[src/rtl/fft_agen_pkg.sv]
// Package: shared types for the two-bank FFT address generator.
// Assumes: nothing beyond standard SystemVerilog.
package fft_agen_pkg;

    // Sequencer phase: waiting, issuing reads, or draining the write pipeline.
    typedef enum logic [1:0] {
        AG_IDLE  = 2'd0,
        AG_RUN   = 2'd1,
        AG_DRAIN = 2'd2
    } ag_phase_t;

endpackage

[src/rtl/agen_seq.sv]
// Module: agen_seq
// Runs the butterfly counter and the pass counter for one transform and
// produces busy/done. It accepts start only while idle. After the last read
// it waits in a drain phase until the delayed "last" marker reaches the
// write side.
// Assumes: LOG2N >= 2, and wb_last is high for one cycle per transform.
module agen_seq
    import fft_agen_pkg::*;
#(
    parameter int LOG2N = 4,
    parameter int CW    = LOG2N - 1,
    parameter int PW    = (LOG2N > 2) ? $clog2(LOG2N) : 1
) (
    input  logic          clk,
    input  logic          rst_n,
    input  logic          start,
    input  logic          wb_last,
    output logic [CW-1:0] cnt_b,
    output logic [PW-1:0] pass,
    output logic          run,
    output logic          rd_last,
    output logic          busy,
    output logic          done
);

    localparam logic [CW-1:0] CMAX      = {CW{1'b1}};
    localparam logic [PW-1:0] LAST_PASS = PW'(LOG2N - 1);

    ag_phase_t phase;

    // Phase, counter and pass register update.
    always_ff @(posedge clk) begin
        if (!rst_n) begin
            phase <= AG_IDLE;
            cnt_b <= '0;
            pass  <= '0;
        end else begin
            case (phase)
                AG_IDLE: begin
                    if (start) begin
                        phase <= AG_RUN;
                        cnt_b <= '0;
                        pass  <= '0;
                    end
                end
                AG_RUN: begin
                    if (cnt_b == CMAX) begin
                        cnt_b <= '0;
                        if (pass == LAST_PASS) begin
                            phase <= AG_DRAIN;
                            pass  <= '0;
                        end else begin
                            pass <= pass + 1'b1;
                        end
                    end else begin
                        cnt_b <= cnt_b + 1'b1;
                    end
                end
                AG_DRAIN: begin
                    if (wb_last) phase <= AG_IDLE;
                end
                default: phase <= AG_IDLE;
            endcase
        end
    end

    // Completion pulse, registered one cycle after the final write.
    always_ff @(posedge clk) begin
        if (!rst_n) done <= 1'b0;
        else        done <= (phase == AG_DRAIN) && wb_last;
    end

    // Status decode from the phase register.
    always_comb begin
        run     = (phase == AG_RUN);
        busy    = (phase != AG_IDLE);
        rd_last = run && (cnt_b == CMAX) && (pass == LAST_PASS);
    end

endmodule

[src/rtl/agen_map.sv]
// Module: agen_map
// Purely combinational mapping from (B, pass) to the bank addresses, the
// twiddle address and the output-swap bit. The M1 address picks each bit
// from B or ~B under a mask of the top 'pass' bits. All outputs are 0 when
// en is low.
// Assumes: pass <= CW.
module agen_map #(
    parameter int CW = 3,
    parameter int PW = 2
) (
    input  logic          en,
    input  logic [CW-1:0] cnt_b,
    input  logic [PW-1:0] pass,
    output logic [CW-1:0] m0,
    output logic [CW-1:0] m1,
    output logic [CW-1:0] tw,
    output logic          swap
);

    localparam logic [CW-1:0] ONES   = {CW{1'b1}};
    localparam logic [CW-1:0] TOPBIT = CW'(1) << (CW - 1);
    localparam logic [PW-1:0] LASTP  = PW'(CW);

    logic [CW-1:0] inv_b;
    logic [CW-1:0] inv_sel;
    logic [CW-1:0] mux_b;
    logic [CW-1:0] pick;

    // Inverted counter and the per-pass selection mask.
    always_comb begin
        inv_b   = ~cnt_b;
        inv_sel = ~(ONES >> pass);
        pick    = TOPBIT >> pass;
    end

    // Per-bit 2:1 multiplexers forming the M1 address.
    for (genvar gi = 0; gi < CW; gi++) begin : g_m1mux
        assign mux_b[gi] = inv_sel[gi] ? inv_b[gi] : cnt_b[gi];
    end

    // Output gating, twiddle shift and swap decode.
    always_comb begin
        m0 = en ? cnt_b : '0;
        m1 = en ? mux_b : '0;
        tw = en ? (cnt_b << pass) : '0;
        if (!en)                swap = 1'b0;
        else if (pass == LASTP) swap = 1'b1;
        else                    swap = (|(cnt_b & pick)) ^ pass[0];
    end

endmodule

[src/rtl/agen_delay.sv]
// Module: agen_delay
// Fixed-depth register delay line that aligns the write side with the
// butterfly pipeline. All stages clear to zero on reset.
// Assumes: DEPTH >= 1.
module agen_delay #(
    parameter int WIDTH = 8,
    parameter int DEPTH = 2
) (
    input  logic             clk,
    input  logic             rst_n,
    input  logic [WIDTH-1:0] din,
    output logic [WIDTH-1:0] dout
);

    logic [WIDTH-1:0] stage [DEPTH];

    for (genvar gs = 0; gs < DEPTH; gs++) begin : g_stage
        // One pipeline register per stage.
        always_ff @(posedge clk) begin
            if (!rst_n) stage[gs] <= '0;
            else if (gs == 0) stage[gs] <= din;
            else stage[gs] <= stage[(gs == 0) ? 0 : gs - 1];
        end
    end

    assign dout = stage[DEPTH-1];

endmodule

[src/rtl/fft_addr_gen.sv]
// Module: fft_addr_gen (top)
// Address generator for an in-place radix-2 FFT over two two-port banks.
// Issues one butterfly per cycle for LOG2N passes. Write-side addresses and
// the swap bit trail the read side by PIPE_LAT cycles.
// Assumes: LOG2N >= 2, PIPE_LAT >= 1, and the butterfly datapath has exactly
// PIPE_LAT cycles from read address to write.
module fft_addr_gen #(
    parameter int LOG2N    = 4,
    parameter int PIPE_LAT = 2
) (
    input  logic               clk,
    input  logic               rst_n,
    input  logic               start,
    output logic               busy,
    output logic               done,
    output logic               rd_valid,
    output logic [LOG2N-2:0]   rd_addr_m0,
    output logic [LOG2N-2:0]   rd_addr_m1,
    output logic [LOG2N-2:0]   tw_addr,
    output logic               wr_valid,
    output logic [LOG2N-2:0]   wr_addr_m0,
    output logic [LOG2N-2:0]   wr_addr_m1,
    output logic               wr_swap
);

    localparam int CW = LOG2N - 1;
    localparam int PW = (LOG2N > 2) ? $clog2(LOG2N) : 1;
    localparam int DW = 2 * CW + 3;

    logic [CW-1:0] cnt_b;
    logic [PW-1:0] pass;
    logic          run;
    logic          rd_last;
    logic          swap_rd;
    logic          last_d;
    logic          wb_last;
    logic [DW-1:0] pipe_in;
    logic [DW-1:0] pipe_out;

    agen_seq #(.LOG2N(LOG2N), .CW(CW), .PW(PW)) u_seq (
        .clk     (clk),
        .rst_n   (rst_n),
        .start   (start),
        .wb_last (wb_last),
        .cnt_b   (cnt_b),
        .pass    (pass),
        .run     (run),
        .rd_last (rd_last),
        .busy    (busy),
        .done    (done)
    );

    agen_map #(.CW(CW), .PW(PW)) u_map (
        .en    (run),
        .cnt_b (cnt_b),
        .pass  (pass),
        .m0    (rd_addr_m0),
        .m1    (rd_addr_m1),
        .tw    (tw_addr),
        .swap  (swap_rd)
    );

    // Bundle the read-side fields that the write side must replay.
    assign rd_valid = run;
    assign pipe_in  = {run, rd_last, swap_rd, rd_addr_m0, rd_addr_m1};

    agen_delay #(.WIDTH(DW), .DEPTH(PIPE_LAT)) u_dly (
        .clk   (clk),
        .rst_n (rst_n),
        .din   (pipe_in),
        .dout  (pipe_out)
    );

    // Unpack the delayed fields onto the write-side ports.
    assign {wr_valid, last_d, wr_swap, wr_addr_m0, wr_addr_m1} = pipe_out;
    assign wb_last = wr_valid & last_d;

endmodule

[config.mk]
export PLATFORM = sky130hd
export DESIGN_NAME = fft_addr_gen
export DESIGN_NICKNAME = d
export VERILOG_FILES = /design/src/rtl/fft_agen_pkg.sv /design/src/rtl/agen_seq.sv /design/src/rtl/agen_map.sv /design/src/rtl/agen_delay.sv /design/src/rtl/fft_addr_gen.sv
export SDC_FILE = /design/constraint.sdc
export NUM_CORES = 1
export LEC_CHECK = 0
export ABC_AREA = 1
export BUFFER_PORTS_ARGS = -buffer_cell sky130_fd_sc_hd__buf_2
export CORE_MARGIN = 4
export CORE_UTILIZATION = 56
export DETAILED_ROUTE_END_ITERATION = 10
export GPL_TIMING_DRIVEN = 0
export PLACE_DENSITY = 0.81
export SYNTH_ARGS = -nofsm -noshare
export SYNTH_HDL_FRONTEND = slang
export SYNTH_HIERARCHICAL = 1
export SYNTH_SLANG_ARGS = --single-unit
[constraint.sdc]
create_clock -name clk -period 3.4 [get_ports clk]
set_input_delay 0.34 -clock clk [delete_from_list [all_inputs] [get_ports clk]]
set_output_delay 0.34 -clock clk [all_outputs]
set_load 0.01 [all_outputs]
==> results.sh, run 1 <==
export IMPL_detail_route_drc_violations=0
export IMPL_numPortBuffers=22
export IMPL_power_density_cell_area_mw_per_mm2=505.3
export IMPL_dr_pass1_iters=4
export IMPL_synthDominantAreaCellType="dfxtp_1"
export IMPL_grtUsageMet3_pct=6.553
export IMPL_commonest_cells_after_routing_fill_and_taps_aside="35 x nand2_1, 34 x inv_1, 26 x dfxtp_1, 22 x buf_2, 8 x nand3_1"
export IMPL_synthesis_instances=143
export IMPL_synth_avg_cell_area_um2=7.682
export IMPL_area_delta_synth_final_pct=17.65
export IMPL_grt_start_max_net_pins=16
export IMPL_route_antenna_remaining_nets=0
export IMPL_core_area_mm2=0.001783
export IMPL_clock_tree_root_cell="clkbuf_4"
export IMPL_finalSetupViolations=0
export IMPL_synthDominantCellAreaShare_pct=47.38
export IMPL_die_area_mm2=0.002734
export IMPL_starting_density_of_the_core_pct=61.61
export IMPL_hold_fix_buffer_count_after_cts=0
export IMPL_tns_ns=0
export IMPL_grt_most_used_layer="met2"
export IMPL_ys_seq_elements=26
export IMPL_critPathMaxStageDelay_ns=0.53
export IMPL_initialDrtViolationCount=38
export IMPL_die_y_um=52.29
export IMPL_max_slew_margin_rel_pct=78.41
export IMPL_worst_setup_hold_path_clk_slew_ns=0.13
export IMPL_clockBufferDepth=2
export IMPL_worst_setup_path_end_kind="primary output"
export IMPL_grt_overflow_total=0
export IMPL_cts_sink_count=26
export IMPL_gr_usage_all_layers_pct=17.66
export IMPL_largest_voltage_drop_on_the_vdd_net_mv=0.4095
export IMPL_tritoncts="done"
export IMPL_synth_warning_count=6
export IMPL_transition_time_of_the_tightest_slew_check_pin_ns=0.3234
export IMPL_cpMostUsedCell="inv_1"
export IMPL_final_period_demand_of_the_worst_path_ns=2.090
export IMPL_use_met1_pct=19.15
export IMPL_finClkSkew_ns=0.0008576
export IMPL_clock_latency_on_the_worst_skew_pair_ns=0.32
export IMPL_hold_viol_final=0
export IMPL_row_count=15
export IMPL_cell_by_cell_listing_of_the_critical_path="inv_1 > nand2_1 > inv_1 > ha_1 > nor2_1 > buf_2"
export IMPL_hp_class="in2reg"
export IMPL_antenna_found_initial=0
export IMPL_numCtsBuffers=3
export IMPL_count_of_nets_after_finishing=178
export IMPL_synth_fp_nets=151
export IMPL_synth_area_top_cells="dfxtp_1 47%, nand2_1 12%, inv_1 12%, ha_1 5.7%, nand3_1 3.6%"
export IMPL_post_dp_hpwl_um=1660
export IMPL_post_drt_via_cell_ratio=4.876
export IMPL_seq_area_frac_synth_pct=47.38
export IMPL_post_synth_num_cell_types=23
export IMPL_timing_critical_path_from_type="register"
export IMPL_outcome="complete, no violations"
export IMPL_die_w_um=52.29
export IMPL_boundaryPins=23
export IMPL_rsz0062_at_grt="no"
export IMPL_fin_hold_ws_ns=0.2743
export IMPL_drv_cap=0
export IMPL_period_share_pct=61.47
export IMPL_p_leak_nw=0.8005
export IMPL_wl_per_cell_um=10.88
export IMPL_grt_pass1_wl_um=3615
export IMPL_drive_above_1_share_pct=20.71
export IMPL_timing_critical_path_slowest_stage_cell="dfxtp_1"
export IMPL_grt_pass1_vias=897
export IMPL_post_synthesis_instance_area_mm2=0.001099
export IMPL_setup_worst_path_class="reg2out"
export IMPL_crit_required_ns=3.06
export IMPL_cp_data_arrival_time_ns=1.75
export IMPL_route_final_wire_length_um=2110
export IMPL_cts_post_setup_buffers_inserted=0
export IMPL_n_antenna_cell=0
export IMPL_critical_path_max_fanout=10
export IMPL_replace_congestion=0.8390
export IMPL_clock_fmax_mhz=478.5
export IMPL_use_met2_pct=31.20
export IMPL_layout_commonest_cell="nand2_1"
export IMPL_vias=946
export IMPL_fill_cells=143
export IMPL_final_max_slew_viol_count=0
export IMPL_clock_tree_htree_level_count=1
export IMPL_cts_resized=0
==> cell families after synthesis <==
logic type | Yosys count | synth area share (%)
AND/OR/NAND/NOR | 57 | 22.67
buffers and inverters | 39 | 15.83
flip-flops | 26 | 47.38
AO/OA/AOI/OAI | 16 | 8.428
adder cells (fa/ha/maj) | 5 | 5.695
==> cells in the mapped netlist (all sizes together) <==
| cell | instances |
|---|---|
| nor3 | 2 |
| ha | 5 |
| a21oi | 7 |
| nor2 | 8 |
| nand4 | 1 |
| nand2 | 37 |
| buf | 3 |
| o211ai | 1 |
| nor4 | 1 |
| inv | 36 |
| nand3 | 8 |
| dfxtp | 26 |
| o21ai | 6 |
| a32oi | 1 |
| a22oi | 1 |
==> path summary, 6_finish.rpt <==
path,start,end,slack (ns),cells past startpoint
max reg2reg,u_seq/pass[0],u_dly/stage[0][6],1.85,9
min reg2reg,u_dly/stage[0][4],u_dly/stage[1][4],0.42,2
max,u_seq/pass[0],rd_addr_m1[2],1.31,6
min,rst_n,u_seq/phase[1],0.27,3
==> stage by stage <==
stage          setup slack [ns]  instance area (µm²)  instances  total power, mW  util [%]
2_1_floorplan             1.866                 1099        143           0.4189         -
5_1_grt                   1.171                 1292        194           0.6867     72.49
3_5_place_dp              1.696                 1240        190           0.4514     69.54
4_1_cts                   1.315                 1292        194           0.6594     72.49
3_3_place_gp              1.752                 1240        190           0.4435     69.54
6_report                  1.310                 1292        194           0.6531     72.49
==> power by group <==
part / internal, mW / switching, mW / total [mW]
Combinational: 0.0397 / 0.0694 / 0.109
Clock: 0.119 / 0.0880 / 0.207
Sequential: 0.319 / 0.0179 / 0.337
==> metal layers <==
metal	wire (µm)	vias to the layer above
met5	0	-
li1	-	488
met3	142	4
met2	1108	34
met4	28	0
met1	831	420
==> registers in the layout (all words and copies together) (netlist names) <==
name         flops
u_seq/pass       2
u_seq/cnt_b      3
u_seq/phase      2
u_seq/done       1
u_dly/stage     18
==> critical path: cells and delay by family (launching register included) <==
| kind | cells | cell delay, ns |
|---|---|---|
| fa+ha+maj | 1 | 0.27 |
| flops | 1 | 0.53 |
| simple gates | 2 | 0.31 |
| buf+inv | 3 | 0.31 |
==> cell type report <==
class                           count  area [µm²]  share of cell area [%]
Clock buffer                        3       22.52                   1.742
Multi-Input combinational cell     78       404.1                   31.27
Inverter                           36       135.1                   10.46
Tap cell                           25       31.28                   2.420
Sequential cell                    26       520.5                   40.27
Buffer                              3       38.79                   3.001
Timing Repair Buffer               22       110.1                   8.519
Clock inverter                      1       30.03                   2.323
No activity file was read; power rests on OpenSTA's default activity.
==> run 2, diff against run 1 <==
CORE_UTILIZATION = 52   (was 56)
PLACE_DENSITY = 0.76   (was 0.81)
clock period = 2 ns   (was 3.4 ns; I/O delays follow)
==> results.sh, run 2 (same netlist as run 1, synthesis figures left out) <==
export IMPL_replace_congestion=0.7955
export IMPL_core_area_mm2=0.001982
export IMPL_clock_fmax_mhz=555.9
export IMPL_critical_path_max_fanout=8
export IMPL_tns_ns=0
export IMPL_antenna_found_initial=0
export IMPL_layout_commonest_cell="nand2_1"
export IMPL_gr_usage_all_layers_pct=15.50
export IMPL_die_w_um=53.97
export IMPL_drv_cap=0
export IMPL_setup_worst_path_class="reg2out"
export IMPL_initialDrtViolationCount=21
export IMPL_n_antenna_cell=0
export IMPL_grt_pass1_wl_um=3263
export IMPL_crit_required_ns=1.80
export IMPL_postLayoutCellArea_mm2=0.001336
export IMPL_wl_per_cell_um=9.657
export IMPL_starting_density_of_the_core_pct=55.43
export IMPL_hold_fix_buffer_count_after_cts=0
export IMPL_outcome="complete, no violations"
export IMPL_clock_latency_on_the_worst_skew_pair_ns=0.32
export IMPL_largest_voltage_drop_on_the_vdd_net_mv=0.6621
export IMPL_area_delta_synth_final_pct=21.64
export IMPL_clock_tree_root_cell="clkbuf_4"
export IMPL_numPortBuffers=22
export IMPL_postPlaceCellArea_mm2=0.001242
export IMPL_post_drt_via_cell_ratio=4.706
export IMPL_grt_pass1_vias=781
export IMPL_clockBufferDepth=2
export IMPL_holdPathEnd="u_seq/phase[1]"
export IMPL_worst_setup_hold_path_clk_slew_ns=0.14
export IMPL_rsz0062_at_grt="no"
export IMPL_tritoncts="done"
export IMPL_holdPathStages=3
export IMPL_count_of_nets_after_finishing=183
export IMPL_period_share_pct=89.94
export IMPL_clock_tree_htree_level_count=1
export IMPL_hold_viol_final=0
export IMPL_reg2reg_to="u_seq/phase[1]"
export IMPL_timing_critical_path_from_type="register"
export IMPL_drive_above_1_share_pct=24.71
export IMPL_post_dp_hpwl_um=1447
export IMPL_route_final_wire_length_um=1941
export IMPL_final_period_demand_of_the_worst_path_ns=1.799
export IMPL_worst_hold_startpoint="rst_n"
export IMPL_ff2ff_setup_slack_ns=0.52
export IMPL_final_max_slew_viol_count=0
export IMPL_largest_registers="u_dly/stage (18), u_seq/cnt_b (3)"
export IMPL_reg2reg_from="u_seq/cnt_b[1]"
export IMPL_dr_pass1_iters=4
export IMPL_boundaryPins=23
export IMPL_p_leak_nw=0.8267
export IMPL_finalSetupViolations=0
export IMPL_cp_data_arrival_time_ns=1.60
export IMPL_largest_register_ff_count=18
export IMPL_max_slew_margin_rel_pct=80.57
export IMPL_max_flop_register="u_dly/stage"
export IMPL_grt_start_max_net_pins=16
export IMPL_detail_route_drc_violations=0
export IMPL_grt_overflow_total=0
export IMPL_die_area_mm2=0.002912
export IMPL_r2r_cells=6
export IMPL_hp_class="in2reg"
export IMPL_die_y_um=53.97
export IMPL_transition_time_of_the_tightest_slew_check_pin_ns=0.2884
export IMPL_worst_setup_path_end_kind="primary output"
export IMPL_route_antenna_remaining_nets=0
export IMPL_cts_sink_count=26
export IMPL_vias=946
export IMPL_power_density_cell_area_mw_per_mm2=854.5
export IMPL_finClkSkew_ns=0.004162
export IMPL_row_count=16
export IMPL_numCtsBuffers=3
export IMPL_commonest_cells_after_routing_fill_and_taps_aside="35 x nand2_1, 34 x inv_1, 23 x dfxtp_1, 22 x buf_2, 8 x nand3_1"
[run 2: worst max-delay path by stage]
| stage | startpoint | endpoint | slack [ns] | cells past startpoint |
|---|---|---|---|---|
| final | u_seq/phase[0] | tw_addr[1] | 0.20 | 8 |
| after global routing | u_seq/phase[0] | tw_addr[1] | 0.04 | 8 |
| after CTS | u_seq/pass[0] | rd_addr_m1[2] | 0.06 | 6 |
| after detailed placement | u_seq/pass[0] | rd_addr_m1[2] | 0.45 | 6 |
| after global placement | u_seq/phase[0] | rd_addr_m1[0] | 0.49 | 6 |
| after floorplan | u_seq/phase[0] | tw_addr[1] | 0.61 | 7 |
[run 2: final cells by class]
type                       count  area (µm²)
tap                           27       33.78
sequential                    26       524.3
multi-input combinational     78       404.1
inverter                      36       135.1
fill                         166       645.6
clock inverter                 1       30.03
timing repair buffer          27       147.6
clock buffer                   3       22.52
buffer                         3       38.79
[run 2: power by group]
group	leakage, nW	total, mW	switching (mW)	internal (mW)
clock	0.0279	0.360	0.157	0.203
combinational	0.587	0.210	0.121	0.0892
sequential	0.212	0.572	0.0285	0.544
total	0.827	1.14	0.306	0.836
[run 2: stage by stage]
step | power [mW] | instances | worst slack [ns] | utilization (%) | hold slack [ns]
6_report | 1.142 | 201 | 0.2012 | 67.42 | 0.1221
2_1_floorplan | 0.7122 | 143 | 0.6061 | - | 0.3231
5_1_grt | 1.197 | 201 | 0.03697 | 67.42 | 0.1244
3_3_place_gp | 0.7538 | 192 | 0.4920 | 62.69 | 0.3932
3_5_place_dp | 0.7636 | 192 | 0.4503 | 62.69 | 0.3954
4_1_cts | 1.121 | 196 | 0.06194 | 65.34 | 0.1164
[run 2: repair_timing]
item | in CTS | in global routing
gates resized for setup | 0 | 3
setup buffers | 0 | 5
setup endpoints to repair | 0 | 3
[run 2: critical path, cell delays in order, from the launching register on]
cell	delay (ns)
dfxtp_2	0.38
inv_2	0.05
nor2_4	0.18
buf_4	0.18
nand2_1	0.09
inv_1	0.11
nand3_1	0.07
o21ai_1	0.07
buf_2	0.14
[run 2: metal layers]
metal	part of all wire, %	GRT usage [%]	vias to the layer above
met2	48	25.40	22
met5	0	0	-
met1	45	18.51	424
met3	4.8	4.155	4
met4	1.5	7.660	0
li1	-	-	496
